$ cat src/rtl/bpe_cell.sv
module bpe_cell #(
  parameter int DW    = 8,
  parameter int DEPTH = 16,
  parameter int RFN   = 8,
  parameter int IW    = 10 + 3 * $clog2(RFN) + DW
) (
  input  logic                     clk,
  input  logic                     rst_n,
  input  logic                     run,
  input  logic                     ld_we,
  input  logic [$clog2(DEPTH)-1:0] ld_addr,
  input  logic [IW-1:0]            ld_data,
  input  logic [$clog2(DEPTH)-1:0] ip,
  input  logic [DW-1:0]            in_a,
  input  logic [DW-1:0]            in_b,
  input  logic                     flag_in,
  output logic [DW-1:0]            out_data,
  output logic                     flag_out
);
  localparam int RW     = $clog2(RFN);
  localparam int SW     = $clog2(DW);
  localparam int F_ASEL = 4;
  localparam int F_BSEL = 5;
  localparam int F_RA   = 6;
  localparam int F_RB   = F_RA + RW;
  localparam int F_RD   = F_RB + RW;
  localparam int F_RFWE = F_RD + RW;
  localparam int F_OUTW = F_RFWE + 1;
  localparam int F_CIN  = F_OUTW + 1;
  localparam int F_FSEL = F_CIN + 1;
  localparam int F_IMM  = F_FSEL + 1;

  localparam logic [3:0] OP_ADD = 4'd0, OP_SUB = 4'd1, OP_AND = 4'd2, OP_OR = 4'd3,
                         OP_XOR = 4'd4, OP_SEL = 4'd5, OP_EQ = 4'd6, OP_LTU = 4'd7,
                         OP_SHL = 4'd8, OP_SHR = 4'd9, OP_MSK = 4'd10, OP_CST = 4'd11,
                         OP_BSL = 4'd12, OP_BST = 4'd13, OP_BCL = 4'd14, OP_BTS = 4'd15;

  logic [IW-1:0] imem [DEPTH];
  logic [DW-1:0] rf   [RFN];

  always_ff @(posedge clk)
    if (ld_we && !run) imem[ld_addr] <= ld_data;

  logic [IW-1:0] ins;
  assign ins = imem[ip];

  logic [3:0]    op;
  logic          asel, bsel, rf_we, out_we, cin_en, fsel;
  logic [RW-1:0] ra, rb, rd;
  logic [DW-1:0] imm;
  assign op     = ins[3:0];
  assign asel   = ins[F_ASEL];
  assign bsel   = ins[F_BSEL];
  assign ra     = ins[F_RA +: RW];
  assign rb     = ins[F_RB +: RW];
  assign rd     = ins[F_RD +: RW];
  assign rf_we  = ins[F_RFWE];
  assign out_we = ins[F_OUTW];
  assign cin_en = ins[F_CIN];
  assign fsel   = ins[F_FSEL];
  assign imm    = ins[F_IMM +: DW];

  logic [DW-1:0] opa, opb;
  assign opa = asel ? in_a : rf[ra];
  assign opb = bsel ? in_b : rf[rb];

  logic [DW-1:0] bmask;
  assign bmask = DW'(1) << imm[SW-1:0];

  logic [DW-1:0] res;
  logic          carry, cmp;

  always_comb begin
    res   = '0;
    carry = 1'b0;
    cmp   = 1'b0;
    case (op)
      OP_ADD: {carry, res} = {1'b0, opa} + {1'b0, opb} + (DW+1)'(cin_en & flag_in);
      OP_SUB: {carry, res} = {1'b0, opa} + {1'b0, ~opb} + (DW+1)'(1);
      OP_AND: res = opa & opb;
      OP_OR:  res = opa | opb;
      OP_XOR: res = opa ^ opb;
      OP_SEL: res = flag_in ? opa : opb;
      OP_EQ: begin
        cmp = (opa == opb);
        res = {{(DW-1){1'b0}}, cmp};
      end
      OP_LTU: begin
        cmp = (opa < opb);
        res = {{(DW-1){1'b0}}, cmp};
      end
      OP_SHL: res = opa << opb[SW-1:0];
      OP_SHR: res = opa >> opb[SW-1:0];
      OP_MSK: res = opa & imm;
      OP_CST: res = imm;
      OP_BSL: res = imm[0] ? opb : opa;
      OP_BST: res = opa | bmask;
      OP_BCL: res = opa & ~bmask;
      OP_BTS: begin
        cmp = |(opa & bmask);
        res = {{(DW-1){1'b0}}, cmp};
      end
      default: res = '0;
    endcase
  end

  always_ff @(posedge clk or negedge rst_n) begin
    if (!rst_n) begin
      for (int i = 0; i < RFN; i++) rf[i] <= '0;
    end else if (run && rf_we) begin
      rf[rd] <= res;
    end
  end

  always_ff @(posedge clk or negedge rst_n) begin
    if (!rst_n) begin
      out_data <= '0;
      flag_out <= 1'b0;
    end else if (run && out_we) begin
      out_data <= res;
      flag_out <= fsel ? cmp : carry;
    end
  end

  assert_reset_clear_R1: assert property (@(posedge clk)
    !rst_n |=> (out_data == '0 && !flag_out));

  assert_idle_hold_R4: assert property (@(posedge clk) disable iff (!rst_n)
    !run |=> ($stable(out_data) && $stable(flag_out)));

  assert_out_hold_R6: assert property (@(posedge clk) disable iff (!rst_n)
    (run && !out_we) |=> ($stable(out_data) && $stable(flag_out)));

  assert_const_R10: assert property (@(posedge clk) disable iff (!rst_n)
    (run && out_we && op == OP_CST) |=> (out_data == $past(imm)));

  assert_eq_flag_R9: assert property (@(posedge clk) disable iff (!rst_n)
    (run && out_we && fsel && op == OP_EQ) |=> (flag_out == ($past(opa) == $past(opb))));

  assert_no_carry_R12: assert property (@(posedge clk) disable iff (!rst_n)
    (run && out_we && !fsel && op[3]) |=> !flag_out);
endmodule

$ cat config.mk
export PLATFORM = sky130hd
export DESIGN_NAME = bpe_cell
export DESIGN_NICKNAME = d
export VERILOG_FILES = /design/src/rtl/bpe_cell.sv
export SDC_FILE = /design/constraint.sdc
export NUM_CORES = 1
export LEC_CHECK = 0
export ABC_AREA = 1
export BUFFER_PORTS_ARGS = -buffer_cell sky130_fd_sc_hd__buf_2
export CAP_MARGIN = 20
export CORE_MARGIN = 5
export CORE_UTILIZATION = 25
export DETAILED_ROUTE_END_ITERATION = 8
export HOLD_SLACK_MARGIN = 0.03
export MAX_ROUTING_LAYER = met4
export PLACE_DENSITY = 0.37
export REMOVE_ABC_BUFFERS = 1
export SYNTH_ARGS = -nofsm -noshare
export SYNTH_HDL_FRONTEND = slang
export SYNTH_SLANG_ARGS = --single-unit
$ cat constraint.sdc
create_clock -name clk -period 3.5 [get_ports clk]
set_input_delay 0.175 -clock clk [delete_from_list [all_inputs] [get_ports clk]]
set_output_delay 0.175 -clock clk [all_outputs]
set_load 0.1 [all_outputs]
# Yosys cells after proc, flatten, opt, wreduce, memory -nomap -nowiden
# Memories as Yosys holds them, arrays and structs flattened.
# Index checks and enable logic that the tools add are counted.
# totals
regBits,73
mem_bits_rw,432
inputBits,56
out_inout_bits,9
elab_cells,78
mem_count,1
# op_classes
addsub,4
n_lt_le_gt_ge,5
n_eq_ne,16
shifts,3
muxes,19
bitwise_logic,13
n_reduce_logical,7
# mem_list
name,words,word_bits,read_ports,rd_ports_with_merged_regs,write_ports,line,source
imem,16,27,1,0,1,38,logic [IW-1:0] imem [DEPTH];
# op_table
operator,n
$pmux W8 S16,1
$mux W8,9
$bwmux W64,1
$bmux W8 S3,2
$and A8 B8 Y8,4
$eq A4 B4 Y1 const B,8
$demux W8 S3,1
$add A8 B8 Y9,2
$eq A4 B3 Y1 const B,4
$not A8 Y8,2
$or A8 B8 Y8,2
$ge A4 B4 Y1 const B,3
$not A3 Y4,3
$add A9 B1 Y9,1
$add A9 B1 Y9 const B,1
$eq A4 B2 Y1 const B,2
$eq A8 B8 Y1,1
$lt A8 B8 Y1,1
$reduce_or A8 Y1,1
$shl A1 B3 Y8 const A,1
$shl A8 B3 Y8,1
$shr A8 B3 Y8,1
$xor A8 B8 Y8,1
$eq A4 B1 Y1 const B,1
other kinds (8),13

# Longest topological paths before layout
# An unclocked memory read counts as a cell.
# logic_depth
depth_word,11
mapped_depth,31

# Worst setup path before layout
# OpenSTA, ideal clock, no wires.
# synth_path
path_kind,input-to-reg
start,input port ip[0]
end,register out_data[6]
setup_time_ns,0.120
t_arrival_ns,3.743
slack_ns,-0.362
stages,25
n_path_buf,8
cell_sequence,inv_2 > buf_6 > buf_6 > buf_6 > buf_6 > buf_4 > buf_4 > buf_2 > buf_2 > nor2_1 > o221ai_1 > o211ai_1 > a21oi_1 > fa_1 > inv_1 > fa_1 > nor2_1 > nor2_1 > o21bai_1 > a21oi_1 > o21bai_1 > xor2_1 > nand2_1 > nand3_1 > nand2_1
# synth_between
elab_chain_len,10
# synth_rtl
item,line,source
"start, declared",13,"input logic [$clog2(DEPTH)-1:0] ip,"
$mem_v2 Z16 W27 (*),n/a,
$not A3 Y4 (not written as such),65,assign opb = bsel ? in_b : rf[rb];
$bmux W8 S3,65,
$mux W8 (not written as such) (2 in a row),65,
$mux W8,65,
$not A8 Y8,79,"OP_SUB: {carry, res} = {1'b0, opa} + {1'b0, ~opb} + (DW+1)'(1);"
$add A8 B8 Y9,79,
$add A9 B1 Y9,79,
$pmux W8 S16,77,case (op)
"end signal, assigned",120,out_data <= res;
"end, declared",17,"output logic [DW-1:0] out_data,"
# Mark *: on every way between the ends. The rest lies on a longest branch, timed or not. The select of a mux whose other input is x is not followed.
# A chain may end at the register's enable or synchronous reset.

# Final worst setup path
# layout_path
start,memory imem[15][6] in the netlist's numbering
end,register out_data[5]
# layout_between
elab_chain_len,9
# layout_rtl
item,line,source
"start, declared",38,
$mem_v2 Z16 W27 (*),n/a,
$not A3 Y4 (not written as such) (*),64,assign opa = asel ? in_a : rf[ra];
$bmux W8 S3 (*),64,
$mux W8 (not written as such) (*) (2 in a row),64,
$mux W8 (*),64,
$add A8 B8 Y9 (on tied branches),"79, 78",
$add A9 B1 Y9 (on tied branches),"79, 78",
$pmux W8 S16 (*),77,
# Marks and branches as above.

==> reports/summary.json <==
{
  "htree_num_levels": 2,
  "detailroute.via_count": 19378,
  "arrival_ns": 4.26,
  "globalRoute.totalOverflow": 0,
  "drc": 0,
  "max_slew.worst_pin.slew_ns": 0.9012,
  "ys_warn_count": 0,
  "cellPowerDensity_nw_per_um2": 581.5,
  "die_height_microns": 320.2,
  "synth_enable_flop_cells": 432,
  "crit_fanout": 7,
  "clock_latency_ns": 0.65,
  "min_delay_path_depth": 5,
  "fin_crit_ns": 3.742,
  "die_w_microns": 320.2,
  "timing.final.max_slew_violations": 0,
  "hold_class": "input port to flip-flop",
  "place.gp.congestion": 0.8868,
  "ys.flop_type": "sky130_fd_sc_hd__edfxtp_1",
  "grt_pass1_wl_microns": 129900,
  "die-area_sq_um": 102500,
  "grt_setup_unrepaired": "yes",
  "cts_num_sinks": 505,
  "via_count_of_the_first_global_routing_pass": 19440,
  "antenna_violating_nets_post_route": 0,
  "path_clk_slew_ns": 0.06,
  "core_area_sq_um": 95290,
  "synth-seq-cells": 505,
  "ff2ff_path_depth": 30,
  "finalSetupViolCount": 64,
  "max_freq_mhz": 267.2,
  "worst_path_class_setup": "flip-flop to flip-flop",
  "drt_first_pass_iters": 8,
  "cts-buffers-inserted": 57,
  "grt_max_degree": 103,
  "startpoint_class_of_the_critical_path": "flip-flop",
  "critical_path.n_buffers_inverters": 4,
  "fraction_of_registers_with_async_set_or_reset_after_synthesis": 0.1446,
  "worst_hold_startpoint": "run",
  "ioPinCount": 65,
  "timing.final.hold_violations": 0,
  "synth_cell_types": 44,
  "p_leak_nw": 12.13,
  "worst_slew_margin_rel": 0.3941,
  "final_common_cell": "sky130_fd_sc_hd__nand2_1",
  "grt_usage": 0.1733,
  "syn_avg_cell_area_sq_um": 10.08,
  "worst_hold_slack_ns": 0.1657,
  "postSynthCellCount": 2387,
  "detailedPlace.worstSlack_ns": -0.8012,
  "area_growth_syn_to_fin_pct": 31.23,
  "critical_path_s_slowest_cell": "sky130_fd_sc_hd__edfxtp_1",
  "seq_area_frac_synth": 0.6151,
  "dp.final_hpwl_microns": 56990,
  "finalWorstSetupSlack_ns": -0.2419,
  "critPathMaxStageDelay_ns": 0.40,
  "cap_violations": 0,
  "placement_rows": 113,
  "max-vdd-ir-drop_mv": 0.3633,
  "cp_data_required_time_ns": 4.02,
  "cts_tree": "yes",
  "critical_path.endpoint_type": "flip-flop",
  "critical-path-top-delay-family": "simple AND/OR/NAND/NOR gates",
  "post_synth_instance_area_sq_um": 24060,
  "portBuffers": 64,
  "outcome": "finished with violations",
  "viasPerCell": 4.766,
  "reg2reg_setup_slack_ns": -0.24,
  "violations": "setup timing",
  "detail_route.wirelength_microns": 89130,
  "finalCritPeriodShare": 1.069,
  "timing.clock.skew_ns": 0.03469,
  "finish.utilization": 0.3313,
  "initial_antenna_violation_count": 11,
  "final_cell_mix": "sky130_fd_sc_hd__nand2_1 (598), sky130_fd_sc_hd__edfxtp_1 (432), sky130_fd_sc_hd__buf_4 (270)",
  "routed_wire_length_per_instance_microns": 21.92,
  "nets": 2824,
  "r2r_start": "imem[15][6]$_DFFE_PP_",
  "cts_root_buffer": "sky130_fd_sc_hd__clkbuf_16",
  "cts_buffer_depth": 3,
  "drive_gt1_frac": 0.2750,
  "initial_core_util": 0.2525,
  "drt_first_iter_violations": 1302,
  "reg2reg_to": "out_data[5]$_DFFE_PN0P_",
  "timing.hold.worst_endpoint": "out_data[5]$_DFFE_PN0P_"
}
per-stage QoR:
step,power [mW],TNS [ns],std cells,cell area (sq um)
after detailed placement,11.53,-44.36,3879,27700
after global placement,11.55,-45.23,3879,27700
after CTS,18.29,-9.122,4050,31150
final,18.36,-10.39,4066,31570
after global routing,19.22,-28.76,4064,31570
after floorplan,9.564,-156.88,2270,23270
registers in the layout, indices dropped and copies added, names as in the netlist:
register	count
out_data	8
imem	432
rf	64
flag_out	1
cells by family (layout without fill, tap and decap cells):
logic type / after synthesis / after routing / synth area share
other cells: 0 / 8 / 0
buf+inv: 223 / 624 / 0.04935
xor+xnor: 9 / 9 / 0.003276
simple gates: 1311 / 1316 / 0.2392
compound gates: 319 / 319 / 0.08170
fa+ha+maj: 20 / 20 / 0.01134
flops: 505 / 505 / 0.6151
synth_stat cells (2+ instances only):
master | number | area [sq um]
sky130_fd_sc_hd__o21bai_1 | 5 | 37.54
sky130_fd_sc_hd__or2_1 | 8 | 50.05
sky130_fd_sc_hd__a221o_1 | 13 | 130.1
sky130_fd_sc_hd__a32o_1 | 6 | 60.06
sky130_fd_sc_hd__clkbuf_1 | 16 | 60.06
sky130_fd_sc_hd__edfxtp_1 | 432 | 12970
sky130_fd_sc_hd__inv_2 | 41 | 153.9
sky130_fd_sc_hd__o22ai_1 | 16 | 100.1
sky130_fd_sc_hd__o21ai_0 | 105 | 525.5
sky130_fd_sc_hd__o21ai_1 | 35 | 175.2
sky130_fd_sc_hd__buf_4 | 35 | 262.8
sky130_fd_sc_hd__nor3_1 | 7 | 35.03
sky130_fd_sc_hd__nand3b_1 | 6 | 45.04
sky130_fd_sc_hd__or2_2 | 8 | 50.05
sky130_fd_sc_hd__a221oi_1 | 5 | 43.79
sky130_fd_sc_hd__nand2_4 | 6 | 67.56
sky130_fd_sc_hd__o31ai_1 | 2 | 15.01
sky130_fd_sc_hd__fa_1 | 3 | 60.06
sky130_fd_sc_hd__nand3_1 | 381 | 1907
sky130_fd_sc_hd__nand2_2 | 21 | 131.4
sky130_fd_sc_hd__nand2_1 | 618 | 2320
sky130_fd_sc_hd__xor2_1 | 9 | 78.83
sky130_fd_sc_hd__o211ai_1 | 49 | 367.9
sky130_fd_sc_hd__buf_2 | 43 | 215.2
sky130_fd_sc_hd__nor2_4 | 13 | 146.4
sky130_fd_sc_hd__ha_1 | 17 | 212.7
sky130_fd_sc_hd__o221ai_1 | 22 | 192.7
sky130_fd_sc_hd__nand3_2 | 4 | 40.04
sky130_fd_sc_hd__nor2_2 | 8 | 50.05
sky130_fd_sc_hd__dfrtp_1 | 73 | 1827
sky130_fd_sc_hd__clkinv_1 | 5 | 18.77
sky130_fd_sc_hd__a21oi_1 | 58 | 290.3
sky130_fd_sc_hd__nand4_1 | 4 | 25.02
sky130_fd_sc_hd__buf_6 | 22 | 247.7
sky130_fd_sc_hd__inv_1 | 60 | 225.2
sky130_fd_sc_hd__nor2_1 | 223 | 837.1
worst reg2reg max path, delay by kind of cell (launching register included):
| kind | cells | cell delay, ns |
|---|---|---|
| xor+xnor | 1 | 0.16 |
| flops | 1 | 0.40 |
| compound gates | 5 | 0.61 |
| buf+inv | 4 | 0.40 |
| simple gates | 19 | 1.74 |
| fa+ha+maj | 1 | 0.30 |
cell type report:
cell class,count,area (sq um)
antenna,8,20.02
clock buffer,77,1511
clock inverter,27,359.1
fill,9737,63720
inverter,106,416.7
multi-input combinational,1664,9293
sequential,505,14800
tap,1265,1583
timing repair buffer,414,3591
where the power goes:
part | internal, mW | leakage (nW) | switching [mW]
Combinational | 1.93 | 6.39 | 2.94
Sequential | 6.99 | 4.84 | 0.439
Clock | 3.54 | 0.904 | 2.52
metal layers:
layer  share of wire  track usage  vias up  routed length, microns
met5               0            -        -                       0
met4           0.025      0.04662        0                    2270
met3           0.041      0.02447      125                    3639
met2            0.47       0.2786      443                   42320
met1            0.46       0.2314     9685                   40890
li1                -            -     9125                       -
how the worst max path moves through the flow:
stage                                startpoint                       to  depth (start not counted)
after floorplan                           ip[0]  out_data[6]$_DFFE_PN0P_                         25
after global placement                    ip[1]       rf[37]$_DFFE_PN0P_                         27
after detailed placement                  ip[1]        rf[5]$_DFFE_PN0P_                         27
after CTS                 imem[15][6]$_DFFE_PP_  out_data[7]$_DFFE_PN0P_                         29
after global routing      imem[10][9]$_DFFE_PP_       rf[22]$_DFFE_PN0P_                         26
final                     imem[15][6]$_DFFE_PP_  out_data[5]$_DFFE_PN0P_                         30
timing repair:
action / in CTS / in global routing
endpoints found under the hold margin: 505 / 17
setup endpoints to repair: 73 / 73
setup buffers: 32 / 6
cloned: 8 / 1
hold buffers: 28 / 1
resized for setup: 207 / 63
pin swaps: 86 / 66
Power figures use the tool's default switching activity.
